**src/rtl/gci_pkg.sv**
```systemverilog
package gci_pkg;

    localparam int DEF_PORT_W      = 8;
    localparam int DEF_NUM_PORTS   = 2;
    localparam int DEF_SYNC_STAGES = 2;

    typedef enum logic {
        DIR_OUT = 1'b0,
        DIR_IN  = 1'b1
    } pin_dir_e;

    // Per-port flag pair: registered request and its next value.
    typedef struct packed {
        logic pend;
        logic pend_nxt;
    } port_flag_t;

    // True when any input-direction pin differs from its snapshot.
    function automatic logic any_live_diff(input logic [63:0] lvl,
                                           input logic [63:0] snap,
                                           input logic [63:0] dir_in);
        return |(dir_in & (lvl ^ snap));
    endfunction

endpackage

```
**src/rtl/gci_sync.sv**
```systemverilog
module gci_sync #(
    parameter int W      = 16,
    parameter int STAGES = 2
) (
    input  logic         clk,
    input  logic [W-1:0] d_i,
    output logic [W-1:0] q_o
);
    logic [W-1:0] stg_q [STAGES];

    // No reset: the chain keeps sampling during reset so the snapshots
    // can settle on real pin levels.
    generate
        for (genvar s = 0; s < STAGES; s++) begin : g_stage
            if (s == 0) begin : g_first
                always_ff @(posedge clk) stg_q[s] <= d_i;
            end else begin : g_next
                always_ff @(posedge clk) stg_q[s] <= stg_q[s-1];
            end
        end
    endgenerate

    assign q_o = stg_q[STAGES-1];
endmodule

```
**src/rtl/gci_port_cmp.sv**
```systemverilog
module gci_port_cmp
    import gci_pkg::*;
#(
    parameter int W = 8
) (
    input  logic         clk,
    input  logic         rst,
    input  logic [W-1:0] lvl_i,
    input  logic [W-1:0] dir_in_i,
    input  logic         rd_ack_i,
    output port_flag_t   flag_o
);
    logic [W-1:0] snap_q;
    logic         pend_q;
    logic         diff;
    logic         pend_nxt;

    assign diff     = any_live_diff(64'(lvl_i), 64'(snap_q), 64'(dir_in_i));
    assign pend_nxt = rd_ack_i ? 1'b0 : diff;

    always_ff @(posedge clk) begin
        if (rst) begin
            snap_q <= lvl_i;
            pend_q <= 1'b0;
        end else begin
            if (rd_ack_i) snap_q <= lvl_i;
            pend_q <= pend_nxt;
        end
    end

    assign flag_o.pend     = pend_q;
    assign flag_o.pend_nxt = pend_nxt;

    AST_READ_CLEARS: assert property (@(posedge clk) disable iff (rst)
        rd_ack_i |=> !pend_q);

    AST_SNAP_RELOAD: assert property (@(posedge clk) disable iff (rst)
        rd_ack_i |=> (snap_q == $past(lvl_i)));

    AST_SNAP_HOLD: assert property (@(posedge clk) disable iff (rst)
        (!rd_ack_i && !rst) |=> $stable(snap_q));

    AST_OUTPUTS_QUIET: assert property (@(posedge clk) disable iff (rst)
        (dir_in_i == '0) |=> !pend_q);
endmodule

```
**src/rtl/gci_irq.sv**
```systemverilog
module gci_irq
    import gci_pkg::*;
#(
    parameter int PORT_W      = DEF_PORT_W,
    parameter int NUM_PORTS   = DEF_NUM_PORTS,
    parameter int SYNC_STAGES = DEF_SYNC_STAGES
) (
    input  logic                        clk,
    input  logic                        rst,
    input  logic [NUM_PORTS*PORT_W-1:0] pin_i,
    input  logic [NUM_PORTS*PORT_W-1:0] dir_in_i,
    input  logic [NUM_PORTS-1:0]        rd_ack_i,
    output logic                        irq_pull_o,
    output logic [NUM_PORTS-1:0]        port_pend_o
);
    localparam int TOTAL_W = NUM_PORTS * PORT_W;

    logic [TOTAL_W-1:0]   lvl_s;
    port_flag_t           flag [NUM_PORTS];
    logic [NUM_PORTS-1:0] nxt_vec;
    logic                 irq_q;

    gci_sync #(.W(TOTAL_W), .STAGES(SYNC_STAGES)) i_sync (
        .clk (clk),
        .d_i (pin_i),
        .q_o (lvl_s)
    );

    generate
        for (genvar p = 0; p < NUM_PORTS; p++) begin : g_port
            gci_port_cmp #(.W(PORT_W)) i_cmp (
                .clk      (clk),
                .rst      (rst),
                .lvl_i    (lvl_s[p*PORT_W +: PORT_W]),
                .dir_in_i (dir_in_i[p*PORT_W +: PORT_W]),
                .rd_ack_i (rd_ack_i[p]),
                .flag_o   (flag[p])
            );
            assign port_pend_o[p] = flag[p].pend;
            assign nxt_vec[p]     = flag[p].pend_nxt;
        end
    endgenerate

    always_ff @(posedge clk) begin
        if (rst) irq_q <= 1'b0;
        else     irq_q <= |nxt_vec;
    end

    assign irq_pull_o = irq_q;

    AST_IRQ_FOLLOWS_PEND: assert property (@(posedge clk) disable iff (rst)
        irq_q == (|port_pend_o));
endmodule

```
**config.mk**
```make
export PLATFORM = sky130hd
export DESIGN_NAME = gci_irq
export DESIGN_NICKNAME = d
export VERILOG_FILES = /design/src/rtl/gci_pkg.sv /design/src/rtl/gci_sync.sv /design/src/rtl/gci_port_cmp.sv /design/src/rtl/gci_irq.sv
export SDC_FILE = /design/constraint.sdc
export NUM_CORES = 1
export LEC_CHECK = 0
export ABC_CLOCK_PERIOD_IN_PS = 2500
export BUFFER_PORTS_ARGS = -buffer_cell sky130_fd_sc_hd__buf_2
export CORE_MARGIN = 5
export CORE_UTILIZATION = 55
export CTS_BUF_LIST = sky130_fd_sc_hd__clkbuf_8
export DETAILED_ROUTE_END_ITERATION = 16
export PLACE_DENSITY_LB_ADDON = 0.08
export SLEW_MARGIN = 15
export SYNTH_ARGS = -nofsm -noshare
export SYNTH_HDL_FRONTEND = slang
export SYNTH_HIERARCHICAL = 1
export SYNTH_SLANG_ARGS = --single-unit
```
**constraint.sdc**
```tcl
create_clock -name clk -period 2.5 [get_ports clk]
set_input_delay 0.5 -clock clk [delete_from_list [all_inputs] [get_ports clk]]
set_output_delay 0.5 -clock clk [all_outputs]
set_load 0.02 [all_outputs]
```
# == Word level (Yosys, flattened, before mapping) ==
# Memory sizes are Yosys's and may differ from the RTL's.
# Index checks and enable logic that the tools add are counted.
# word_totals
word_cells,21
memories,1
register_bits,19
mem_bits_rw,32
# mem_list
name,words,word_bits,rd,rd_clocked_by_memory_dff,wr,line_no,rtl
i_sync.stg_q,2,16,2,0,2,gci_sync.sv:9,logic [W-1:0] stg_q [STAGES];
# classes
n_mux,6
n_reduce_logical,5
bitwise,4
# ops
operator,count
$and 8x64->64,2
$reduce_or 64->1,2
$mux 8,4
$xor 8x8->8,2
$reduce_bool 2->1,2
$mux 1,2
$reduce_or 2->1,1

# == Depth between registers and ports, before layout ==
# Gate-level depths: netlist (run 1).
# An unclocked memory read counts as a cell.
# depth
depth_word,6
mapped_depth,6

# == Cells and area by module ==
# The synthesis (run 1) kept the hierarchy.
# by_module_without_submodules
module,cells_per_inst,area_each_um2,instances
gci_port_cmp,26,399.1,2
gci_sync,48,760.7,1
gci_irq,2,30.0,1

# == Least setup slack after synthesis (run 1) ==
# No wires, ideal clock.
# synth_timing
kind,register -> register
startpoint,"memory i_sync.stg_q[1][6], in the netlist i_sync/stg_q[0][22]"
endpoint,"register irq_q, in the netlist irq_pull_o"
synth_period_minus_slack_ns,1.276
path_slack_ns,1.224
t_required_ns,2.385
setup_time_ns,0.115
arrival_ns,1.161
n_path_buf,2
stages_incl_launch_ff,7
cell_sequence,dfxtp_1 > buf_4 > xor2_1 > a22oi_1 > a41oi_1 > buf_4 > o21ba_1
# synth_lines
element,line_no,rtl
from (decl),gci_sync.sv:9,
to (signal assigned),gci_irq.sv:46,else irq_q <= |nxt_vec;
to (decl),gci_irq.sv:21,logic irq_q;

==> impl_metrics.ini, run 1 <==
[grt]
grt_max_degree = 17
grt_pass1_vias = 799
use_met3_pct = 6.83
use_met2_pct = 18.4
track_usage_pct = 11.8
grt_pass1_wl_um = 3530
met1_usage_pct = 12.7
grt_antenna_before_repair = 0
overflow = 0
top_usage_layer = met2

[synth]
synthCells = 102
avgSynthCellArea_sq_um = 15.6
synth_seq_area_share_pct = 74.3
synth_seq_cells = 51
syn_area_sq_um = 1590
syn_nets = 138
synth.distinct_cells = 8
synth_area_leaders = dfxtp_1 44%, edfxtp_1 30%, buf_4 9.4%, xor2_1 8.8%, a22oi_1 3.8%
synth_top_area_share_pct = 44.1
yosysWarnings = 6
synth_top_cell_by_area = dfxtp_1

[layout]
drive_gt1_share_pct = 37.5
num_antenna_cells = 0
nNetsFinal = 163
area_growth_pct = 12.0
fill_cells = 210
fin_util_pct = 64.6

[clock_network]
htree_levels = 2
path_clk_slew_ps = 90
cts_buffer_depth = 2
cts_resized = 0
cts_sinks = 51
holdBufCountCts = 0
cts_buffers = 5
tritoncts = built
cts_root_buf = clkbuf_8
insertion_delay_ps = 300
cts_setup_buffers = 0

[worst_hold_path]
worstHoldPathType = input pin to flip-flop

[critical_path]
crit_path_cell_trace = xor2_1 > a22oi_1 > a41oi_1 > o21ba_1
worstSetupStartpointType = flip-flop
critPathSlowestCell = edfxtp_1
critical_path_required_ps = 2700
worst-path-max-fanout = 2
critPathKind = flip-flop to flip-flop
cp_slowest_stage_delay_ps = 390
end_kind = flip-flop
arrival_ps = 1490

[placed_design]
dpl.hpwl_um = 1630
gp_congestion = 0.761
io_buffers = 38

[power_and_ir_drop]
worst_ir_drop_vdd_uv = 756
p_total_mw = 1.56
power.leakage_nw = 0.776
powerDensity_nw_per_um2 = 877

[die]
coreArea_sq_um = 2760
placementRows = 19
die_area_sq_um = 4060
io-pin-count = 39
initial_core_util_pct = 57.6
die_w_um = 63.8
die_h_um = 63.8

[sta]
rsz0062_at_grt = no
period_share_pct = 51.6
setup_viol = 0
finalMaxSlewViolations = 0
finalHoldViolations = 0
clock_skew_ps = 4.85
worst_pin_slew_ps = 247
layout_min_cycle_time_ps = 1290
max_clock_freq_mhz = 775
slew_headroom_pct = 83.5
fin_tns_setup_ps = 0

[routing]
via_per_inst = 4.76
dr.first_iter.drc_count = 23
finalWirelength_um = 2130
num_vias = 757
drtAntennaViolNets = 0
drc = 0
firstDrtPassIters = 4
wl_per_cell_um = 13.4

[job]
maxCapViolCount = 0

[run_status]
status = finished, final reports clean
-- state kept, by name (all words and copies together) (netlist names) --
name	flops
irq_pull_o	1
g_port.i_cmp/pend_q	2
g_port.i_cmp/snap_q	16
i_sync/stg_q	32
-- area by class of cell --
class	count	area, sq um	area share [%]
flip-flops and latches	51	1180	66.3
well taps	31	38.8	2.18
clock inverters	3	43.8	2.46
multi-input cells	31	258	14.5
repair buffers	38	190	10.7
clock buffers	5	68.8	3.87
-- path summary, 6_finish.rpt --
kind | startpoint | end | slack [ps] | cells after the start
setup / recovery | g_port[0].i_cmp/snap_q[3]$_DFFE_PP_ | irq_pull_o$_SDFF_PP0_ | 1210 | 4
hold / removal | pin_i[10] | i_sync/stg_q[0][10]$_DFF_P_ | 290 | 1
setup reg to reg | g_port[0].i_cmp/snap_q[3]$_DFFE_PP_ | irq_pull_o$_SDFF_PP0_ | 1210 | 4
hold reg to reg | i_sync/stg_q[0][8]$_DFF_P_ | i_sync/stg_q[0][24]$_DFF_P_ | 330 | 0
-- synth_stat cells --
| cell | n |
|---|---|
| dfxtp_1 | 35 |
| buf_4 | 20 |
| edfxtp_1 | 16 |
| xor2_1 | 16 |
| a22oi_1 | 8 |
| a41oi_1 | 4 |
| or2_2 | 2 |
| o21ba_1 | 1 |
-- where the power goes --
group	internal (mW)	switching, mW
sequential	0.907	0.0219
clock	0.298	0.247
combinational	0.0473	0.0399
total	1.25	0.309
-- routing by layer --
layer	wire length, um	vias up	part of all wire (%)
li1	-	382	-
met1	787	340	37
met2	1090	28	51
met3	202	7	9.5
met4	48	0	2.3
met5	0	-	0
-- cells by family after synthesis --
kind of cell,Yosys count,synth area share (%)
AOI/OAI and AO/OA,13,6.61
buffers and inverters,20,9.45
xor gates and xnor gates,16,8.82
DFF,51,74.3
and+or+nand+nor,2,0.787
-- per-stage QoR --
stage                     area, sq um  cells  setup slack (ps)  hold WS, ps
after global placement           1670    151              1180          310
final                            1780    159              1210          294
after floorplan                  1590    102              1220          310
after CTS                        1780    159              1190          287
after global routing             1780    159              1130          274
after detailed placement         1670    151              1180          312
-- cell usage in the layout (no fill, tap or decap) --
cell type,instances
bufinv_16,1
buf_2,38
edfxtp_1,16
clkbuf_8,5
a22oi_1,8
a41oi_1,4
xor2_1,16
o21ba_1,1
clkinv_4,1
dfxtp_1,35
or2_2,2
clkinv_2,1
-- critical path, delay by kind of cell (launching register included) --
kind                      cells  cell delay [ps]
xor gates and xnor gates      1              170
DFF                           1              390
AOI/OAI and AO/OA             3              620
Note: power is estimated with default switching activity, not from simulation.
==> inputs of run 2 (changes only) <==
Settings changed: ABC_CLOCK_PERIOD_IN_PS 2500 to 1100, CORE_UTILIZATION 55 to 48.
Clock period 2.5 ns to 1.1 ns, I/O delays scaled along.
==> run 2 against run 1 <==
Compared with the run above: the flow now finishes with violations (negative setup slack); sequential share of layout area shrank 5.2 points; register-to-register slack lost 1300 ps; die area grew 12%; global-route usage shrank 0.81 points; routed wire length grew 1.6%; sequential power grew 130%; final cell count grew 14%; hold slack lost 270 ps; largest power group unchanged; first-iteration DRC count shrank 61%; critical path type unchanged.
==> impl_metrics.ini, run 2 (synthesized netlist as in run 1, its figures left out) <==
[critical_path]
r2r_end = irq_pull_o$_SDFF_PP0_
rr_worst_depth = 4
end_kind = flip-flop
endpoint = irq_pull_o$_SDFF_PP0_
worst-path-max-fanout = 2
ff2ff_setup_slack_ps = -100
worstSetupStartpointType = flip-flop
critical_path_required_ps = 1290
startpoint = g_port[1].i_cmp/snap_q[0]$_DFFE_PP_
reg2reg_from = g_port[1].i_cmp/snap_q[0]$_DFFE_PP_
critPathKind = flip-flop to flip-flop
arrival_ps = 1380

[layout]
area_growth_pct = 21.6
num_antenna_cells = 0
layout_common_cells = 38 x buf_2, 35 x dfxtp_1, 16 x xor2_1, 16 x edfxtp_1, 8 x a22oi_2
nNetsFinal = 173
drive_gt1_share_pct = 43.5
final_common_cell = buf_2
reg_top3 = i_sync/stg_q: 32 flops, g_port.i_cmp/snap_q: 16 flops, g_port.i_cmp/pend_q: 2 flops
fill_cells = 263
largest_reg_flops = 32
regMostFlops = i_sync/stg_q

[placed_design]
gp_congestion = 0.678
io_buffers = 38
dpl_worst_slack_ps = -191
dpl.hpwl_um = 1570

[power_and_ir_drop]
swShare_pct = 19.7
powerDensity_nw_per_um2 = 1860
power.leakage_nw = 0.820
power.switching_mw = 0.711
internal_power_mw = 2.89
clkPwrFrac_pct = 33.7
p_comb_share_pct = 7.8
p_total_mw = 3.60
p_seq_share_pct = 58.5
worst_ir_drop_vdd_uv = 1200

[routing]
via_per_inst = 4.32
wl_per_cell_um = 11.9
dr.first_iter.drc_count = 9
drtAntennaViolNets = 0
drc = 0
finalWirelength_um = 2170
firstDrtPassIters = 3
num_vias = 786

[clock_network]
cts_sinks = 51
tritoncts = built
cts_root_buf = clkbuf_8
cts_buffer_depth = 2
htree_levels = 2
cts_buffers = 5
insertion_delay_ps = 290
path_clk_slew_ps = 80

[worst_hold_path]
worstHoldPathType = input pin to flip-flop

[grt]
track_usage_pct = 11.0
grt_antenna_before_repair = 0
grt_pass1_vias = 764
overflow = 0
grt_max_degree = 17
grt_pass1_wl_um = 3380

[sta]
setup_viol = 2
finalMaxSlewViolations = 0
worst_pin_slew_ps = 220
clock_skew_ps = 6.37
max_clock_freq_mhz = 836
slew_headroom_pct = 85.3
period_share_pct = 109
finalHoldViolations = 0
fin_ws_ps = -96.2
layout_min_cycle_time_ps = 1200
rsz0062_at_grt = yes

[die]
die_area_sq_um = 4560
coreArea_sq_um = 3100
initial_core_util_pct = 51.2
die_w_um = 67.5
placementRows = 20
io-pin-count = 39
die_h_um = 67.5

[run_status]
failed_checks = negative setup slack
status = complete, but fails checks

[job]
maxCapViolCount = 0
run 2: cell types whose count changed in the layout (fill, tap and decap cells not counted), sizes merged:
| cell | before | now |
|---|---|---|
| dlygate4sd3 | 0 | 6 |
| buf | 38 | 42 |
| clkinv | 2 | 0 |
| clkinvlp | 0 | 1 |
| inv | 0 | 1 |
run 2: layout make-up:
| type | instances | area (sq um) | area share (%) |
|---|---|---|---|
| sequential | 51 | 1180 | 61.1 |
| clock inverter | 3 | 41.3 | 2.14 |
| multi-input combinational | 31 | 305 | 15.8 |
| timing repair buffer | 48 | 280 | 14.5 |
| tap | 44 | 55.1 | 2.85 |
| clock buffer | 5 | 68.8 | 3.56 |
run 2: worst min-delay path by stage:
stage | cells after the start | start | to | slack [ps]
2_1_floorplan | 0 | pin_i[0] | i_sync/stg_q[0][0]$_DFF_P_ | 250
3_3_place_gp | 0 | i_sync/stg_q[0][12]$_DFF_P_ | i_sync/stg_q[0][28]$_DFF_P_ | 310
5_1_grt | 1 | pin_i[7] | i_sync/stg_q[0][7]$_DFF_P_ | 3
4_1_cts | 1 | pin_i[15] | i_sync/stg_q[0][15]$_DFF_P_ | 3
3_5_place_dp | 0 | i_sync/stg_q[0][15]$_DFF_P_ | i_sync/stg_q[0][31]$_DFF_P_ | 310
6_report | 1 | pin_i[2] | i_sync/stg_q[0][2]$_DFF_P_ | 20
run 2: power groups by stage:
stage          sequential (mW)  clock, mW  combinational [mW]
2_1_floorplan             2.14          0               0.174
3_3_place_gp              2.15          0               0.216
3_5_place_dp              2.15          0               0.225
4_1_cts                   2.11       1.26               0.238
5_1_grt                   2.12       1.35               0.313
6_report                  2.11       1.21               0.279
run 2: repair_timing:
item / 4_1_cts / 5_1_grt
pin swaps: 12 / 4
hold endpoints to repair: 0 / 6
endpoints found under the setup margin: 3 / 3
hold buffers: 0 / 6
buffers inserted: 0 / 1
resized for setup: 3 / 6
run 2: per-layer routing:
layer	vias up	track usage [%]	part of all wire, %
li1	402	-	-
met1	358	11.7	40
met2	24	17.5	52
met3	2	6.32	7.3
met4	0	5.32	0.88
met5	-	0	0
run 2: worst max-delay path, cell delays in order (launching register included):
cell,delay [ps]
edfxtp_1,380
xor2_1,180
a22oi_2,200
a41oi_1,140
o21ba_1,200
run 2: metrics by stage:
stage               util (%)  cell area, sq um  TNS, ps  hold WS [ps]  instances
floorplan                  -              1590     -161           248        102
global placement        55.0              1710     -236           310        167
detailed placement      55.0              1710     -297           312        167
CTS                     59.0              1830     -263          2.61        175
global route            62.3              1930     -394          3.15        182
finish                  62.3              1930     -111          23.5        182
==> inputs of run 3 (changes only) <==
Settings changed: ABC_AREA set to 1, CORE_ASPECT_RATIO set to 1.4, CORE_UTILIZATION 48 to 49, RECOVER_POWER set to 100.
==> run 3 against run 2 <==
Compared with the run above: the run now ends clean; fmax is 11% higher; non-clock buffer count down 10; final cell count increased by 30%; clock skew decreased by 2.4 ps; sequential cell count is the same; critical endpoint unchanged; largest power group unchanged; highest routed layer unchanged.
==> impl_metrics.ini, run 3 <==
[layout]
fin_util_pct = 56.4
reg_top3 = i_sync/stg_q: 32 flops, g_port.i_cmp/snap_q: 16 flops, g_port.i_cmp/pend_q: 2 flops
layout_common_cells = 40 x nand2_1, 35 x dfxtp_1, 35 x buf_2
drive_gt1_share_pct = 25.9
finalInstanceArea_sq_um = 1920
area_growth_pct = 10.8
stdcell_count = 237
fill_cells = 301
num_antenna_cells = 0
largest_reg_flops = 32
nNetsFinal = 232
regMostFlops = i_sync/stg_q
final_common_cell = nand2_1

[die]
die_w_um = 60.3
die_h_um = 80.4
initial_core_util_pct = 50.9
io-pin-count = 39
coreArea_sq_um = 3410
die_area_sq_um = 4850
placementRows = 25

[synth]
avgSynthCellArea_sq_um = 10.2
synth_ff_type = dfxtp_1
async_reset_ff_share_pct = 0
syn_area_sq_um = 1740
synth_seq_cells = 51
synth_edf_count = 16
synth_seq_area_share_pct = 68.0
synth.distinct_cells = 9
synthCells = 171
yosysWarnings = 6
synth_top_area_share_pct = 40.3
synth_top_cell_by_area = dfxtp_1
synthTopCellsByCount = 40 x nand2_1, 35 x dfxtp_1, 32 x inv_1
syn_nets = 207
synth_most_common_cell = nand2_1
synth_area_leaders = dfxtp_1 40%, edfxtp_1 28%, buf_4 8.6%, nand2_1 8.6%, inv_1 6.9%

[critical_path]
cp_slowest_stage_delay_ps = 400
critPathKind = flip-flop to flip-flop
critical_path_required_ps = 1300
critPathSlowestCell = edfxtp_1
arrival_ps = 1280
worstSetupStartpointType = flip-flop
end_kind = flip-flop
worst-path-max-fanout = 2
crit_path_cell_trace = inv_1 > nand2_1 > nand3_1 > nand2_1 > nor2_2 > a21oi_2 > nor2_1 > nor2_1

[placed_design]
gp_congestion = 0.702
placed_cell_area_sq_um = 1830
io_buffers = 38
place_inst = 229
dpl.hpwl_um = 1960

[grt]
grt_max_degree = 16
grt_pass1_wl_um = 4040
overflow = 0
grt_antenna_before_repair = 0
grt_pass1_vias = 1042
track_usage_pct = 11.5

[sta]
layout_min_cycle_time_ps = 1080
max_clock_freq_mhz = 929
finalHoldViolations = 0
clock_skew_ps = 4.00
setup_viol = 0
holdWs_ps = 21.0
worst_pin_slew_ps = 407
rsz0062_at_grt = yes
period_share_pct = 97.9
finalMaxSlewViolations = 0
slew_headroom_pct = 72.9

[routing]
topRoutingLayerUsed = met4
wl_met2_um = 1240
wl_met3_um = 200
drc = 0
firstDrtPassIters = 4
dr.first_iter.drc_count = 33
num_vias = 1012
wl_per_cell_um = 10.3
finalWirelength_um = 2430
wl_met1_um = 949
via_per_inst = 4.27
drtAntennaViolNets = 0

[clock_network]
path_clk_slew_ps = 80
cts_buffer_depth = 2
cts_setup_buffers = 0
cts_root_buf = clkbuf_8
cts_sinks = 51
htree_levels = 2
holdBufCountCts = 0
insertion_delay_ps = 290
tritoncts = built
cts_buffers = 5

[power_and_ir_drop]
worst_ir_drop_vdd_uv = 1300
powerDensity_nw_per_um2 = 1720
power.leakage_nw = 0.986

[job]
maxCapViolCount = 0

[run_status]
status = finished, final reports clean

[worst_hold_path]
worstHoldPathType = input pin to flip-flop
-- run 3: final timing paths --
kind / cells past startpoint / from / to / slack (ps)
setup / recovery: 8 / g_port[0].i_cmp/snap_q[6]$_DFFE_PP_ / irq_pull_o$_SDFF_PP0_ / 20
setup reg to reg: 8 / g_port[0].i_cmp/snap_q[6]$_DFFE_PP_ / irq_pull_o$_SDFF_PP0_ / 20
hold / removal: 1 / pin_i[4] / i_sync/stg_q[0][4]$_DFF_P_ / 20
hold reg to reg: 0 / i_sync/stg_q[0][1]$_DFF_P_ / i_sync/stg_q[0][17]$_DFF_P_ / 330
-- run 3: cell families after synthesis --
| group | synth area share [%] |
|---|---|
| AO/OA/AOI/OAI | 1.15 |
| buffers and inverters | 15.6 |
| flip-flops | 68.0 |
| AND/OR/NAND/NOR | 15.3 |
-- run 3: final cells by class --
| type | instances | area [sq um] | area share (%) |
|---|---|---|---|
| inverters | 32 | 120 | 6.24 |
| multi-input cells | 68 | 299 | 15.5 |
| flip-flops and latches | 51 | 1180 | 61.4 |
| clock buffers | 5 | 68.8 | 3.58 |
| clock inverters | 3 | 15.0 | 0.780 |
| well taps | 40 | 50.0 | 2.60 |
| repair buffers | 38 | 190 | 9.88 |
-- run 3: critical path, delay by kind of cell (launching register included) --
kind,cells,cell delay (ps)
AOI/OAI and AO/OA,1,60
buffers and inverters,1,80
DFF,1,400
and+or+nand+nor,6,440
-- run 3: what timing repair did --
item                                    in CTS  in global routing
gates resized for setup                      1                  4
endpoints found under the setup margin       1                  1
gates cloned                                 0                  0
pin swaps                                    1                  1
-- run 3: where the power goes --
part	leakage [nW]	internal [mW]	switching, mW
Clock	0.0477	0.435	0.530
Combinational	0.481	0.106	0.120
Sequential	0.458	2.06	0.0517
-- run 3: per-stage QoR --
stage | total power [mW] | setup TNS [ps] | setup WS [ps]
finish | 3.30 | 0 | 23.1
global route | 3.50 | -75.7 | -75.7
CTS | 3.36 | 0 | 8.15
detailed placement | 2.38 | -23.9 | -23.9
global placement | 2.36 | 0 | 31.3
floorplan | 2.32 | -23.5 | -23.5
-- run 3: metal layers --
layer / vias up / GRT usage, %
met1: 433 / 11.4
li1: 547 / -
met2: 28 / 19.7
met4: 0 / 6.65
met5: - / 0
met3: 4 / 4.34
